==> config.mk <==
export PLATFORM = sky130hd
export DESIGN_NAME = i2c_wait_ctl
export DESIGN_NICKNAME = d
export VERILOG_FILES = /design/src/rtl/i2c_wait_pkg.sv /design/src/rtl/i2c_wait_edge_cnt.sv /design/src/rtl/i2c_wait_decode.sv /design/src/rtl/i2c_wait_release.sv /design/src/rtl/i2c_wait_ctl.sv
export SDC_FILE = /design/constraint.sdc
export NUM_CORES = 1
export LEC_CHECK = 0
export BUFFER_PORTS_ARGS = -buffer_cell sky130_fd_sc_hd__buf_2
export CELL_PAD_IN_SITES_DETAIL_PLACEMENT = 1
export CELL_PAD_IN_SITES_GLOBAL_PLACEMENT = 1
export CORE_MARGIN = 4
export CORE_UTILIZATION = 33
export CTS_BUF_LIST = sky130_fd_sc_hd__clkbuf_16
export DETAILED_ROUTE_END_ITERATION = 8
export PLACE_DENSITY_LB_ADDON = 0.08
export SLEW_MARGIN = 20
export SYNTH_ARGS = -nofsm -noshare
export SYNTH_HDL_FRONTEND = slang
export SYNTH_SLANG_ARGS = --single-unit
==> constraint.sdc <==
create_clock -name clk -period 1.9 [get_ports clk]
set_input_delay 0.095 -clock clk [delete_from_list [all_inputs] [get_ports clk]]
set_output_delay 0.095 -clock clk [all_outputs]
set_load 0.02 [all_outputs]
==> src/rtl/i2c_wait_pkg.sv <==
package i2c_wait_pkg;
    localparam int BYTE_BITS      = 8;
    localparam int ADDR_BITS      = BYTE_BITS - 1;
    localparam int EDGES_PER_BYTE = BYTE_BITS + 1;
    localparam int CNT_W          = $clog2(EDGES_PER_BYTE + 1);
    localparam int EXT_W          = 5;
    localparam logic [EXT_W-1:0] EXT_PREFIX = 5'b11110;

    typedef logic [CNT_W-1:0] edge_t;

    typedef enum logic [1:0] {
        ADR_OTHER = 2'd0,
        ADR_OWN   = 2'd1,
        ADR_EXT   = 2'd2
    } adr_kind_e;

    typedef struct packed {
        logic irq;
        logic hold;
        logic ack_on;
        logic engage;
        logic drop;
    } byte_evt_t;

    function automatic adr_kind_e classify_adr(
        input logic [BYTE_BITS-1:0] b,
        input logic [ADDR_BITS-1:0] own
    );
        if (b[BYTE_BITS-1 -: EXT_W] == EXT_PREFIX)
            return ADR_EXT;
        else if (b[BYTE_BITS-1:1] == own)
            return ADR_OWN;
        else
            return ADR_OTHER;
    endfunction
endpackage

==> src/rtl/i2c_wait_edge_cnt.sv <==
module i2c_wait_edge_cnt
    import i2c_wait_pkg::*;
(
    input  logic  clk,
    input  logic  rst,
    input  logic  clear,
    input  logic  fall,
    output edge_t edge_no
);
    localparam edge_t LAST = edge_t'(EDGES_PER_BYTE);

    edge_t cnt;

    assign edge_no = cnt + edge_t'(1);

    always_ff @(posedge clk) begin
        if (rst || clear)
            cnt <= '0;
        else if (fall)
            cnt <= (edge_no == LAST) ? '0 : edge_no;
    end
endmodule

==> src/rtl/i2c_wait_decode.sv <==
module i2c_wait_decode
    import i2c_wait_pkg::*;
(
    input  logic      fall,
    input  edge_t     edge_no,
    input  logic      addr_phase,
    input  logic      is_master,
    input  logic      restart,
    input  logic      engaged,
    input  logic      wait_on_9th,
    input  logic      ack_en,
    input  adr_kind_e kind,
    output byte_evt_t evt
);
    localparam edge_t E_DATA = edge_t'(BYTE_BITS);
    localparam edge_t E_ACK  = edge_t'(EDGES_PER_BYTE);

    edge_t data_edge;
    assign data_edge = wait_on_9th ? E_ACK : E_DATA;

    always_comb begin
        evt = '0;
        if (fall) begin
            if (addr_phase) begin
                if (is_master) begin
                    if (edge_no == E_ACK) begin
                        evt.irq    = 1'b1;
                        evt.hold   = 1'b1;
                        evt.engage = 1'b1;
                    end
                end else begin
                    unique case (kind)
                        ADR_OWN: begin
                            if (edge_no == E_DATA)
                                evt.ack_on = 1'b1;
                            if (edge_no == E_ACK) begin
                                evt.irq    = 1'b1;
                                evt.hold   = 1'b1;
                                evt.engage = 1'b1;
                            end
                        end
                        ADR_EXT: begin
                            if (edge_no == E_DATA) begin
                                evt.irq    = 1'b1;
                                evt.hold   = 1'b1;
                                evt.engage = 1'b1;
                            end
                        end
                        default: begin
                            if (edge_no == E_ACK) begin
                                evt.drop = 1'b1;
                                evt.irq  = restart;
                            end
                        end
                    endcase
                end
            end else if (engaged) begin
                if (edge_no == data_edge) begin
                    evt.irq  = 1'b1;
                    evt.hold = 1'b1;
                end
                if (edge_no == E_DATA && ack_en && !is_master)
                    evt.ack_on = 1'b1;
            end
        end
    end
endmodule

==> src/rtl/i2c_wait_release.sv <==
module i2c_wait_release (
    input  logic hold,
    input  logic released,
    input  logic is_master,
    input  logic sw_write,
    input  logic sw_release,
    input  logic sw_start,
    input  logic sw_stop,
    output logic cancel,
    output logic late
);
    logic master_req;

    assign master_req = is_master && (sw_start || sw_stop);
    assign cancel     = hold && (sw_write || sw_release || master_req);
    assign late       = !hold && released && sw_write;
endmodule

==> src/rtl/i2c_wait_ctl.sv <==
module i2c_wait_ctl
    import i2c_wait_pkg::*;
(
    input  logic                 clk,
    input  logic                 rst,
    input  logic                 scl_fall,
    input  logic                 start_det,
    input  logic                 stop_det,
    input  logic [BYTE_BITS-1:0] rx_byte,
    input  logic                 is_master,
    input  logic                 wait_on_9th,
    input  logic                 ack_en,
    input  logic [ADDR_BITS-1:0] own_addr,
    input  logic                 if_enable,
    input  logic                 sw_write,
    input  logic                 sw_release,
    input  logic                 sw_start,
    input  logic                 sw_stop,
    input  logic                 sw_comm_release,
    output logic                 scl_hold,
    output logic                 irq,
    output logic                 ack_drive,
    output logic                 busy,
    output logic                 late_write_err
);
    localparam edge_t E_ACK = edge_t'(EDGES_PER_BYTE);

    logic      abort;
    logic      frame_clr;
    logic      live_fall;
    edge_t     edge_no;
    adr_kind_e kind;
    byte_evt_t evt;
    logic      cancel;
    logic      late;

    logic addr_phase;
    logic restart_f;
    logic engaged;
    logic released;

    assign abort     = sw_comm_release || !if_enable;
    assign frame_clr = abort || start_det || stop_det;
    assign live_fall = scl_fall && busy && !start_det && !stop_det && !abort;
    assign kind      = classify_adr(rx_byte, own_addr);

    i2c_wait_edge_cnt u_cnt (
        .clk     (clk),
        .rst     (rst),
        .clear   (frame_clr),
        .fall    (live_fall),
        .edge_no (edge_no)
    );

    i2c_wait_decode u_dec (
        .fall        (live_fall),
        .edge_no     (edge_no),
        .addr_phase  (addr_phase),
        .is_master   (is_master),
        .restart     (restart_f),
        .engaged     (engaged),
        .wait_on_9th (wait_on_9th),
        .ack_en      (ack_en),
        .kind        (kind),
        .evt         (evt)
    );

    i2c_wait_release u_rel (
        .hold       (scl_hold),
        .released   (released),
        .is_master  (is_master),
        .sw_write   (sw_write),
        .sw_release (sw_release),
        .sw_start   (sw_start),
        .sw_stop    (sw_stop),
        .cancel     (cancel),
        .late       (late)
    );

    always_ff @(posedge clk) begin
        if (rst || abort) begin
            busy           <= 1'b0;
            addr_phase     <= 1'b0;
            restart_f      <= 1'b0;
            engaged        <= 1'b0;
            released       <= 1'b0;
            scl_hold       <= 1'b0;
            irq            <= 1'b0;
            ack_drive      <= 1'b0;
            late_write_err <= 1'b0;
        end else begin
            irq            <= evt.irq;
            late_write_err <= late;

            if (start_det) begin
                busy       <= 1'b1;
                addr_phase <= 1'b1;
                restart_f  <= busy;
                engaged    <= 1'b0;
                ack_drive  <= 1'b0;
            end else if (stop_det) begin
                busy       <= 1'b0;
                addr_phase <= 1'b0;
                restart_f  <= 1'b0;
                engaged    <= 1'b0;
                ack_drive  <= 1'b0;
            end else begin
                if (live_fall && edge_no == E_ACK) begin
                    addr_phase <= 1'b0;
                    ack_drive  <= 1'b0;
                end
                if (evt.ack_on)
                    ack_drive <= 1'b1;
                if (evt.engage)
                    engaged <= 1'b1;
                else if (evt.drop)
                    engaged <= 1'b0;
            end

            if (evt.hold) begin
                scl_hold <= 1'b1;
                released <= 1'b0;
            end else if (cancel) begin
                scl_hold <= 1'b0;
                released <= 1'b1;
            end else if (start_det || stop_det) begin
                released <= 1'b0;
            end
        end
    end
endmodule

Word level (Yosys, flattened, before mapping)
Index checks and enable logic that the tools add are counted.

word-level totals
  register bits = 13
  input bits = 29
  output and inout bits = 5
  logic and storage cells = 92

operators by class
  add/sub/neg operators = 1
  equality and inequality tests = 7
  muxes and demuxes = 37
  bitwise logic cells = 1
  reductions and logical operators = 36

operator list
  cell                                                             number
  1-bit two-way mux                                                24
  2-bit two-way mux                                                6
  1-bit logical AND                                                11
  2-bit nonzero test                                               5
  1-bit logical OR                                                 9
  4-bit == test, second input constant                             2
  4-bit two-way mux                                                2
  7-bit == test                                                    1
  1-bit zero test                                                  6
  3-bit two-way mux                                                2
  1-bit case mux with 2 select lines                               3
  2-bit OR reduction                                               3
  5-bit == test, second input constant                             1
  4-bit by 1-bit adder with 4-bit output, second input constant    1
  4-bit == test                                                    1
  3-bit nonzero test                                               1
  3-bit OR reduction                                               1
  2-bit by 1-bit == test with 1-bit output, second input constant  1
  2-bit == test, second input constant                             1
  1-bit NOT                                                        1

Longest topological paths before layout
Gate-level depths: netlist of run 1.

  depth in word-level cells = 11
  gate-level depth with buffers = 7
  mapped depth without buffers = 7

Hierarchy
From an unflattened synthesis of run 1, not the netlist that was laid out.

second synthesis, totals
  cells, all modules = 107
  area total of the unflattened synthesis = 918.4 µm²

modules (own cells, without submodules)
  module             instances  cells an instance  area each (µm²)  sequential area each (µm²)
  i2c_wait_ctl       1          50                 436.7            180.2
  i2c_wait_edge_cnt  1          32                 267.8            80.1
  i2c_wait_decode    1          21                 188.9            0.0
  i2c_wait_release   1          4                  25.0             0.0

Worst setup path before layout of run 1
Ideal clock, no wire load.

  path type = reg2reg
  from = reg u_cnt.cnt[0]
  to = reg scl_hold
  library setup time = 0.087 ns
  arrival = 1.641 ns
  required time = 1.813 ns
  slack = 0.172 ns
  stages on the path, launching flop included = 6
  buffers on the path = 0
  period minus slack after synthesis = 1.728 ns
  path through = dfxtp_1 > inv_1 > ha_1 > or4b_1 > and2_1 > o31ai_1

on the way
  cells in the longest elaborated chain, start to end = 8
  elaborated cells between the ends (all ways) = 14
  those cells by class = add/sub: 1; eq/ne: 3; mux: 9; reduce/logical: 1

RTL lines
  item                                                     RTL line                                                             source
  start: declaration                                       i2c_wait_edge_cnt.sv:12                                              edge_t cnt;
  start signal: assignment                                 i2c_wait_edge_cnt.sv:20                                              cnt <= (edge_no == LAST) ? '0 : edge_no;
  4-bit by 1-bit adder with 4-bit output *                 i2c_wait_edge_cnt.sv:14                                              assign edge_no = cnt + edge_t'(1);
  4-bit == test (on tied branches)                         i2c_wait_decode.sv:43, i2c_wait_decode.sv:26, i2c_wait_decode.sv:36
  2-bit two-way mux (on tied branches)                     i2c_wait_decode.sv:43, i2c_wait_decode.sv:26, i2c_wait_decode.sv:36
  1-bit case mux with 2 select lines                       i2c_wait_decode.sv:32                                                unique case (kind)
  2-bit two-way mux                                        i2c_wait_decode.sv:25                                                if (is_master) begin
  3-bit two-way mux *                                      i2c_wait_decode.sv:24                                                if (addr_phase) begin
  4-bit two-way mux *                                      i2c_wait_decode.sv:23                                                if (fall) begin
  1-bit two-way mux or 2-bit nonzero test (tied branches)  n/a
  end signal: assignment                                   i2c_wait_ctl.sv:87                                                   scl_hold <= 1'b0;
  end signal: assignment                                   i2c_wait_ctl.sv:121                                                  scl_hold <= 1'b1;
  end signal: assignment                                   i2c_wait_ctl.sv:124                                                  scl_hold <= 1'b0;
  end: declaration                                         i2c_wait_ctl.sv:20                                                   output logic scl_hold,

Every way passes the cells marked *; elsewhere a longest branch is shown, timed or not.
A chain may end at the register's enable or synchronous reset.

Worst setup path in the final report of run 1
Ends and elaborated chain as after synthesis.

==> metrics.txt, run 1 <==
largest net degree at the start of global routing=10; TritonCTS Sinks=13; CP required=2.06 ns; All-Layer GR Usage=0.140; Slew Limit Fails=0; Leak=0.474 nW; die height=57.7 um; Netlist Area Pre-Place=816 um^2; critical path arrival=1.85 ns; register area share after synthesis=0.319; Max-Cap Viols=0; portion of netlist area occupied by mux cells=0.0123; slew margin rel.=0.682; Synth Net Count=129; Final min period=1.70 ns; Compound-Gate Fraction of Synth Area=0.195; Resize count post-CTS=0; RR Endpoint=scl_hold$_SDFFE_PP0P_; unrepaired setup endpoints after global routing=no; Finish-stage setup viols=0; Setup Crit Path Kind=flop to flop; remaining antenna violation count after routing=0; outcome=completed; area leader, netlist=dfxtp_1; first-pass GRT wire length=3.64 mm; main combinational cell family by area after synthesis=simple AND/OR/NAND/NOR gates; Setup TNS=0 ns; Reg2Reg Setup Slack=0.20 ns; pin slew with the least headroom to its limit=0.473 ns; ys async rst share=0; clock latency at the later pin of the worst-skew pair=0.24 ns; Synth Instances=97; hold worst-path end=irq$_SDFF_PP0_; Filler cells=291; most used routing layer=met2; ranking of synthesized cells by area=dfxtp_1 (32%), xor2_1 (7.5%), nor2_1 (5.5%); die width=57.7 um; HP Start=rst; #FFs+latches synth=13; met2 global-route usage=0.231; clock transition at the registers of the reported paths=0.05 ns; CTS max path bufs=2; final-report hold violation count=0; reg2reg path depth=5; vias post-DR=821; CTS root buf=clkbuf_16; vias in the first global route=820; CTS hold repair buffers=0; Detailed Place HPWL=1.73 mm; power per cell area=678 mW/mm^2; wirelength, routed=2.11 mm; final core utilization=0.480; number of synthesized flops with an enable pin=0; post-synthesis adder-cell area fraction=0.0460; core footprint=0.00228 mm^2; DR pass1 iterations=4; worst hold-check path type=input pin to flop; initial antenna violation count=0; GRT met1 Usage=0.175; crit start category=flop; Buffers on Ports=32; cell count of the worst hold path=2; area added between synthesis and finish=34.0%; Max Clock Skew=0.00381 ns; wire per inst=13.0 um; Synth Warn #=0; Yosys top cell area share=0.319; DRC Markers=0; DIE AREA=0.00333 mm^2; Routability Congestion=0.741; CP startpoint=u_cnt.cnt[0]$_SDFFE_PP0P_; XOR/XNOR share of the synthesized area=0.118; Fmax=589 MHz; proportion of layout cells with a drive suffix above 1=0.299; worst-path fanout max=2; grt ovf=0; DRT iter0 DRCs=3; Synth Area per Inst=8.41 um^2; VDD IR max=0.000374 V; row count=17; fin nets=167; Reg2Reg Launch Point=u_cnt.cnt[0]$_SDFFE_PP0P_; Initial Util=0.358; Tcrit/Tclk final=0.893; # Post-CTS Setup Buffers=0; cts bufs inserted=3; Antenna Cells=0; met3 usage=0.0379; CP Capture Type=flop; simple-gate portion of the synthesized area=0.268; ys flop type=dfxtp_1; num ports=34; count of cell types in the netlist=38; clock tree from TritonCTS=built; via/cell ratio=5.07; CTS H-tree depth=1
[sequential cells by signal, summed over array words and instances (netlist names)]
register and flops:
engaged 1, busy 1, late_write_err 1, scl_hold 1, irq 1, ack_drive 1, restart_f 1, addr_phase 1
u_cnt.cnt 4, released 1
[cells in the mapped netlist (2+ instances only)]
cell type and count:
or4b_1 2, inv_1 6, o211ai_1 2, a21oi_1 6, nand3_1 2, nand3b_1 2
ha_1 3, nor3_1 3, and2_1 2, nor2_1 12, nand2_1 8, dfxtp_1 13
xnor2_1 4, xor2_1 7, o31ai_1 2
[cells in the final DEF (no fill, tap or decap), types with 2 or more instances in the layout]
cell,n
nor2_1,12
buf_2,32
dfxtp_1,13
xnor2_1,4
xor2_1,7
nor3_1,3
clkbuf_16,3
nand2_1,8
o31ai_1,2
a21oi_1,6
and2_1,2
nand3_1,2
or4b_1,2
inv_1,7
ha_1,3
nand3b_1,2
o211ai_1,2
buf_4,2
[routing by layer]
layer | share of wire | up-vias
met3 | 0.061 | 4
met1 | 0.44 | 383
li1 | - | 416
met5 | 0 | -
met4 | 0.014 | 0
met2 | 0.48 | 18
[metrics by stage]
step / worst slack (ns) / power [mW] / cell area, um^2 / hold WS (ns) / cells
2_1_floorplan: 0.172 / 0.311 / 816 / 0.168 / 97
3_3_place_gp: 0.230 / 0.350 / 1010 / 0.310 / 158
3_5_place_dp: 0.183 / 0.352 / 1010 / 0.316 / 158
4_1_cts: 0.180 / 0.749 / 1090 / 0.0643 / 162
5_1_grt: 0.0837 / 0.776 / 1090 / 0.0688 / 162
6_report: 0.204 / 0.742 / 1090 / 0.0573 / 162
[power by group]
| part | switching, mW | internal, mW |
|---|---|---|
| clock network | 0.117 | 0.278 |
| registers | 0.00151 | 0.275 |
| logic | 0.0345 | 0.0359 |
| total | 0.153 | 0.588 |
[critical path, cell delays in order (launching register included)]
cell     delay [ns]
dfxtp_1        0.32
inv_1          0.06
ha_1           0.31
or4b_1         0.54
and2_1         0.18
o31ai_1        0.21
[final cells by class]
type,count,area (um^2),area share
inverter,6,22.5,0.0206
timing repair buffer,34,175,0.160
multi-input combinational,77,522,0.477
tap,28,35.0,0.0320
sequential,13,260,0.238
clock buffer,3,75.1,0.0686
clock inverter,1,3.75,0.00343
[worst max-delay path by stage]
stage | to | slack (ns) | cells after the start
after floorplan | scl_hold$_SDFFE_PP0P_ | 0.17 | 5
after global placement | scl_hold$_SDFFE_PP0P_ | 0.23 | 5
after detailed placement | scl_hold$_SDFFE_PP0P_ | 0.18 | 5
after CTS | irq$_SDFF_PP0_ | 0.18 | 5
after global routing | scl_hold$_SDFFE_PP0P_ | 0.08 | 5
final | scl_hold$_SDFFE_PP0P_ | 0.20 | 5
[cells by family (layout without fill, tap and decap cells)]
family                     after synthesis  count (layout)
AOI/OAI and AO/OA                       22              22
xor gates and xnor gates                11              11
adders and majority gates                3               3
buffers and inverters                    7              44
DFF                                     13              13
muxes                                    1               1
and+or+nand+nor                         40              40
Note: power is estimated with default switching activity, not from simulation.
==> run 2, diff against run 1 <==
--- a/config.mk
+++ b/config.mk
@@ -5,10 +5,9 @@
 export SDC_FILE = /design/constraint.sdc
 export NUM_CORES = 1
 export LEC_CHECK = 0
-export BUFFER_PORTS_ARGS = -buffer_cell sky130_fd_sc_hd__buf_2
+export BUFFER_PORTS_ARGS = -buffer_cell sky130_fd_sc_hd__buf_4
 export CELL_PAD_IN_SITES_DETAIL_PLACEMENT = 1
 export CELL_PAD_IN_SITES_GLOBAL_PLACEMENT = 1
-export CORE_MARGIN = 4
 export CORE_UTILIZATION = 33
 export CTS_BUF_LIST = sky130_fd_sc_hd__clkbuf_16
 export DETAILED_ROUTE_END_ITERATION = 8
==> constraint.sdc (replaced) <==
create_clock -name clk -period 1.9 [get_ports clk]
set_input_delay 0.38 -clock clk [delete_from_list [all_inputs] [get_ports clk]]
set_output_delay 0.38 -clock clk [all_outputs]
set_load 0.02 [all_outputs]
==> run 2 against run 1 <==
Against the previous run:
- final area rose by 8.0%
- worst setup slack got worse by 0.013 ns
- flip-flop and latch count did not move
- maximum frequency down 0.79%
- clock skew down 0.0011 ns
- hold slack improved by 0.27 ns
- clock power decreased by 1%
- non-clock buffer count grew 1
- combinational power increased by 22%
- sequential power barely moved
==> metrics.txt, run 2 (synthesized netlist as in run 1, its figures left out) <==
DIE AREA=0.00267 mm^2 (-20%); final-report hold violation count=0 (unchanged); max reg flops=4 (unchanged); most frequent cells in the layout=buf_4 (35), dfxtp_1 (13), nor2_1 (12); sequential share of power=0.367 (-0.006); commonest non-fill, non-tap cell in the layout=buf_4; Net Sw Frac=0.199 (-0.00782); worst-path fanout max=2 (unchanged); core footprint=0.00228 mm^2 (unchanged); Net Sw Power=150 uW (-2.2%); DR pass1 iterations=4 (unchanged); Reg2Reg Setup Slack=0.19 ns (about the same); CP required=2.05 ns (about the same); Resize count post-CTS=0 (unchanged); crit start category=flop; slew margin rel.=0.715 (+0.0331); worst hold-check path type=input pin to flop; Setup TNS=0 ns (unchanged); Int Pwr=604 uW (+2.7%); pin slew with the least headroom to its limit=0.424 ns (-0.0493 ns); Routability Congestion=0.745 (+0.46%); CTS max path bufs=2 (unchanged); proportion of layout cells with a drive suffix above 1=0.304 (+0.00520); Fmax=585 MHz (-0.79%); # Post-CTS Setup Buffers=0 (unchanged); Combinational Power Share=0.114 (+0.019); Worst Setup Slack, final=0.190 ns (-0.0134 ns); Slew Limit Fails=0 (unchanged); Max Clock Skew=0.00273 ns (-0.00108 ns); vias in the first global route=816 (-0.49%); Largest Register=u_cnt.cnt; CTS hold repair buffers=0 (unchanged); CTS H-tree depth=1 (unchanged); outcome=completed; clock tree from TritonCTS=built; final core utilization=0.519 (+0.0385); CTS root buf=clkbuf_16; DRC Markers=0 (unchanged); fin nets=168 (+0.60%); Finish-stage setup viols=0 (unchanged); initial antenna violation count=0 (unchanged); Buffers on Ports=32 (unchanged); first-pass GRT wire length=3.50 mm (-3.8%); VDD IR max=0.000488 V (+30%); Tcrit/Tclk final=0.900 (+0.00707); row count=17 (unchanged); Clock power frac=0.519 (-0.013); clock transition at the registers of the reported paths=0.05 ns (about the same); grt ovf=0 (unchanged); critical path arrival=1.86 ns (about the same); Cells after DPL=159 (+0.63%); vias post-DR=838 (+2.1%); Detailed Place HPWL=1.71 mm (-1.3%); DRT iter0 DRCs=6 (+3); remaining antenna violation count after routing=0 (unchanged); area added between synthesis and finish=44.8%; die width=51.7 um (-10%); num ports=34 (unchanged); power per cell area=638 mW/mm^2 (-5.9%); dpl ws=0.0493 ns (-0.133 ns); wirelength, routed=2.13 mm (+0.95%); wire per inst=13.1 um (+0.33%); die height=51.7 um (-10%); CP Capture Type=flop; Max-Cap Viols=0 (unchanged); Final min period=1.71 ns (+0.0134 ns); Final Non-Filler Cells=163 (+0.62%); All-Layer GR Usage=0.178 (+0.0373); largest net degree at the start of global routing=10 (unchanged); cts bufs inserted=3 (unchanged); unrepaired setup endpoints after global routing=no; clock latency at the later pin of the worst-skew pair=0.24 ns (about the same); Initial Util=0.358 (unchanged); Setup Crit Path Kind=flop to flop; Leak=0.501 nW (+5.7%); Antenna Cells=0 (unchanged); via/cell ratio=5.14 (+1.4%); TritonCTS Sinks=13 (unchanged)
[run 2: cell types whose count changed in the layout (fill, tap and decap cells not counted)]
cell,change
buf_4,+33
buf_2,-32
[run 2: through the flow]
step | cell area [um^2] | power (mW) | hold WS (ns)
2_1_floorplan | 816 | 0.311 | 0.414
6_report | 1180 | 0.754 | 0.330
3_3_place_gp | 1100 | 0.366 | 0.423
3_5_place_dp | 1100 | 0.368 | 0.429
5_1_grt | 1180 | 0.787 | 0.341
4_1_cts | 1180 | 0.764 | 0.331
[run 2: power groups by stage]
stage	clock network [mW]	registers [mW]	logic, mW
finish	0.391	0.277	0.0862
global route	0.417	0.276	0.0937
CTS	0.400	0.276	0.0874
detailed placement	0	0.281	0.0866
global placement	0	0.281	0.0849
floorplan	0	0.282	0.0289
[run 2: layout make-up]
| class | count | area (um^2) |
|---|---|---|
| flip-flops and latches | 13 | 260 |
| well taps | 28 | 35.0 |
| fillers | 278 | 1090 |
| clock inverters | 1 | 3.75 |
| inverters | 6 | 22.5 |
| repair buffers | 35 | 263 |
| multi-input cells | 77 | 522 |
| clock buffers | 3 | 75.1 |
[run 2: worst paths after layout]
path,endpoint,start,cells after the start
setup / recovery,scl_hold$_SDFFE_PP0P_,u_cnt.cnt[0]$_SDFFE_PP0P_,5
hold / removal,irq$_SDFF_PP0_,rst,2
setup reg to reg,scl_hold$_SDFFE_PP0P_,u_cnt.cnt[0]$_SDFFE_PP0P_,5
hold reg to reg,late_write_err$_SDFF_PP0_,released$_SDFFE_PP0P_,2
[run 2: layer usage]
layer  track usage  share of wire  vias to the layer above
li1              -              -                      415
met5             0              0                        -
met4        0.0811          0.013                        0
met1         0.205           0.45                      400
met2         0.318           0.49                       19
met3        0.0263          0.041                        4
[run 2: worst max-delay path: stages, from the launching register on]
cell	delay (ns)
dfxtp_1	0.32
inv_1	0.07
ha_1	0.31
or4b_1	0.54
and2_1	0.18
o31ai_1	0.21
==> run 3, diff against run 2 <==
==> constraint.sdc (replaced) <==
create_clock -name clk -period 1.9 [get_ports clk]
set_input_delay 0 -clock clk [delete_from_list [all_inputs] [get_ports clk]]
set_output_delay 0 -clock clk [all_outputs]
set_load 0.02 [all_outputs]
==> run 3 against run 2 <==
Against the previous run:
- hold slack worse by 0.33 ns
- clock power about the same
- maximum frequency fell by 1.7%
- flip-flop and latch count unchanged
- final area up 0.21%
- first-iteration DRC count fell by 17%
- non-clock buffer count unchanged
- total power is 0.49% higher
- combinational power increased by 2.4%
- sequential power barely moved
- critical path type unchanged
- highest routed layer unchanged
==> metrics.txt, run 3 (synthesized netlist as in run 1, its figures left out) <==
outcome=completed; Finish-stage setup viols=0 (unchanged); Final min period=1.74 ns (+0.0298 ns); final-report hold violation count=0 (unchanged); CTS H-tree depth=1 (unchanged); Slew Limit Fails=0 (unchanged); clock transition at the registers of the reported paths=0.04 ns (about the same); CP Capture Type=flop; max reg flops=4 (unchanged); DRT iter0 DRCs=5 (-1); worst-path fanout max=2 (unchanged); vias in the first global route=864 (+5.9%); clock latency at the later pin of the worst-skew pair=0.24 ns (about the same); hold worst-path end=busy$_SDFFE_PP0P_; Detailed Place HPWL=1.69 mm (-1.0%); Tcrit/Tclk final=0.916 (+0.0157); cts bufs inserted=3 (unchanged); Fmax=575 MHz (-1.7%); HP Start=start_det; DR pass1 iterations=2 (-2); commonest non-fill, non-tap cell in the layout=buf_4; Leak=0.501 nW (about the same); Reg2Reg Launch Point=u_cnt.cnt[0]$_SDFFE_PP0P_; Largest Register=u_cnt.cnt; Routability Congestion=0.750 (+0.73%); unrepaired setup endpoints after global routing=no; reg2reg path depth=5 (unchanged); clock tree from TritonCTS=built; vias post-DR=836 (-0.24%); # Post-CTS Setup Buffers=0 (unchanged); DIE AREA=0.00267 mm^2 (unchanged); die height=51.7 um (unchanged); wire per inst=13.0 um (-0.23%); die width=51.7 um (unchanged); slew margin rel.=0.700 (-0.0151); RR Endpoint=scl_hold$_SDFFE_PP0P_; power per cell area=640 mW/mm^2 (+0.28%); core footprint=0.00228 mm^2 (unchanged); DRC Markers=0 (unchanged); VDD IR max=0.000479 V (-2.0%); TritonCTS Sinks=13 (unchanged); Antenna Cells=0 (unchanged); wirelength, routed=2.12 mm (-0.23%); final core utilization=0.520 (+0.00110); first-pass GRT wire length=3.64 mm (+3.9%); Max Clock Skew=0.00157 ns (-0.00116 ns); CTS root buf=clkbuf_16; worst hold-check path type=input pin to flop; Hold Slack=0.00233 ns (-0.328 ns); initial antenna violation count=0 (unchanged); All-Layer GR Usage=0.184 (+0.00653); row count=17 (unchanged); area added between synthesis and finish=45.1%; num ports=34 (unchanged); Initial Util=0.358 (unchanged); Reg2Reg Setup Slack=0.16 ns (-0.03 ns); Filler cells=280 (+0.72%); Buffers on Ports=32 (unchanged); critical path arrival=1.90 ns (+0.04 ns); CTS max path bufs=2 (unchanged); CP required=2.06 ns (about the same); Setup Crit Path Kind=flop to flop; Setup TNS=0 ns (unchanged); pin slew with the least headroom to its limit=0.447 ns (+0.0225 ns); most frequent cells in the layout=buf_4 (34), dfxtp_1 (13), nor2_1 (12); remaining antenna violation count after routing=0 (unchanged); largest net degree at the start of global routing=10 (unchanged); via/cell ratio=5.13 (-0.24%); crit start category=flop; cell count of the worst hold path=3 (+1); proportion of layout cells with a drive suffix above 1=0.296 (-0.00741); Max-Cap Viols=0 (unchanged); grt ovf=0 (unchanged); Resize count post-CTS=0 (unchanged); fin nets=168 (unchanged)
==> run 3: worst max-delay path by stage <==
stage | start | endpoint | slack [ns]
2_1_floorplan | u_cnt.cnt[0]$_SDFFE_PP0P_ | scl_hold$_SDFFE_PP0P_ | 0.17
6_report | u_cnt.cnt[0]$_SDFFE_PP0P_ | scl_hold$_SDFFE_PP0P_ | 0.16
3_5_place_dp | u_cnt.cnt[0]$_SDFFE_PP0P_ | scl_hold$_SDFFE_PP0P_ | 0.14
3_3_place_gp | u_cnt.cnt[0]$_SDFFE_PP0P_ | scl_hold$_SDFFE_PP0P_ | 0.22
4_1_cts | u_cnt.cnt[0]$_SDFFE_PP0P_ | scl_hold$_SDFFE_PP0P_ | 0.15
5_1_grt | u_cnt.cnt[0]$_SDFFE_PP0P_ | scl_hold$_SDFFE_PP0P_ | 0.04
==> run 3: layout make-up <==
| class | count | area (um^2) | area share |
|---|---|---|---|
| inverters | 6 | 22.5 | 0.0190 |
| clock inverters | 1 | 3.75 | 0.00317 |
| clock buffers | 3 | 75.1 | 0.0634 |
| multi-input cells | 77 | 522 | 0.441 |
| repair buffers | 35 | 265 | 0.224 |
| well taps | 28 | 35.0 | 0.0296 |
| flip-flops and latches | 13 | 260 | 0.220 |
==> run 3: metal layers <==
layer  track usage  part of all wire  vias to the layer above
li1              -                 -                      422
met1         0.212              0.44                      389
met2         0.327              0.49                       20
met3        0.0263             0.044                        5
met4        0.0946             0.019                        0
met5             0                 0                        -
==> run 3: timing repair <==
item,in CTS,in global routing
endpoints found under the setup margin,0,0
hold endpoints to repair,2,0
hold buffers,1,0
==> run 3: stage by stage <==
stage,setup WS [ns],std cells,instance area [um^2],power (mW)
3_5_place_dp,0.145,158,1090,0.369
6_report,0.160,163,1180,0.758
4_1_cts,0.150,163,1180,0.770
3_3_place_gp,0.221,158,1090,0.366
5_1_grt,0.0362,163,1180,0.793
2_1_floorplan,0.172,97,816,0.311
==> run 3: where the power goes <==
part	total (mW)	internal [mW]	switching, mW	leakage [nW]
combinational	0.0883	0.0531	0.0352	0.354
clock	0.393	0.277	0.116	0.0423
sequential	0.276	0.275	0.00154	0.105
total	0.758	0.605	0.152	0.501
==> run 3: worst max-delay path, stage by stage (launching register included) <==
cell and delay, ns:
dfxtp_1 0.33, inv_1 0.07, ha_1 0.31, or4b_1 0.55
and2_1 0.19, o31ai_1 0.21
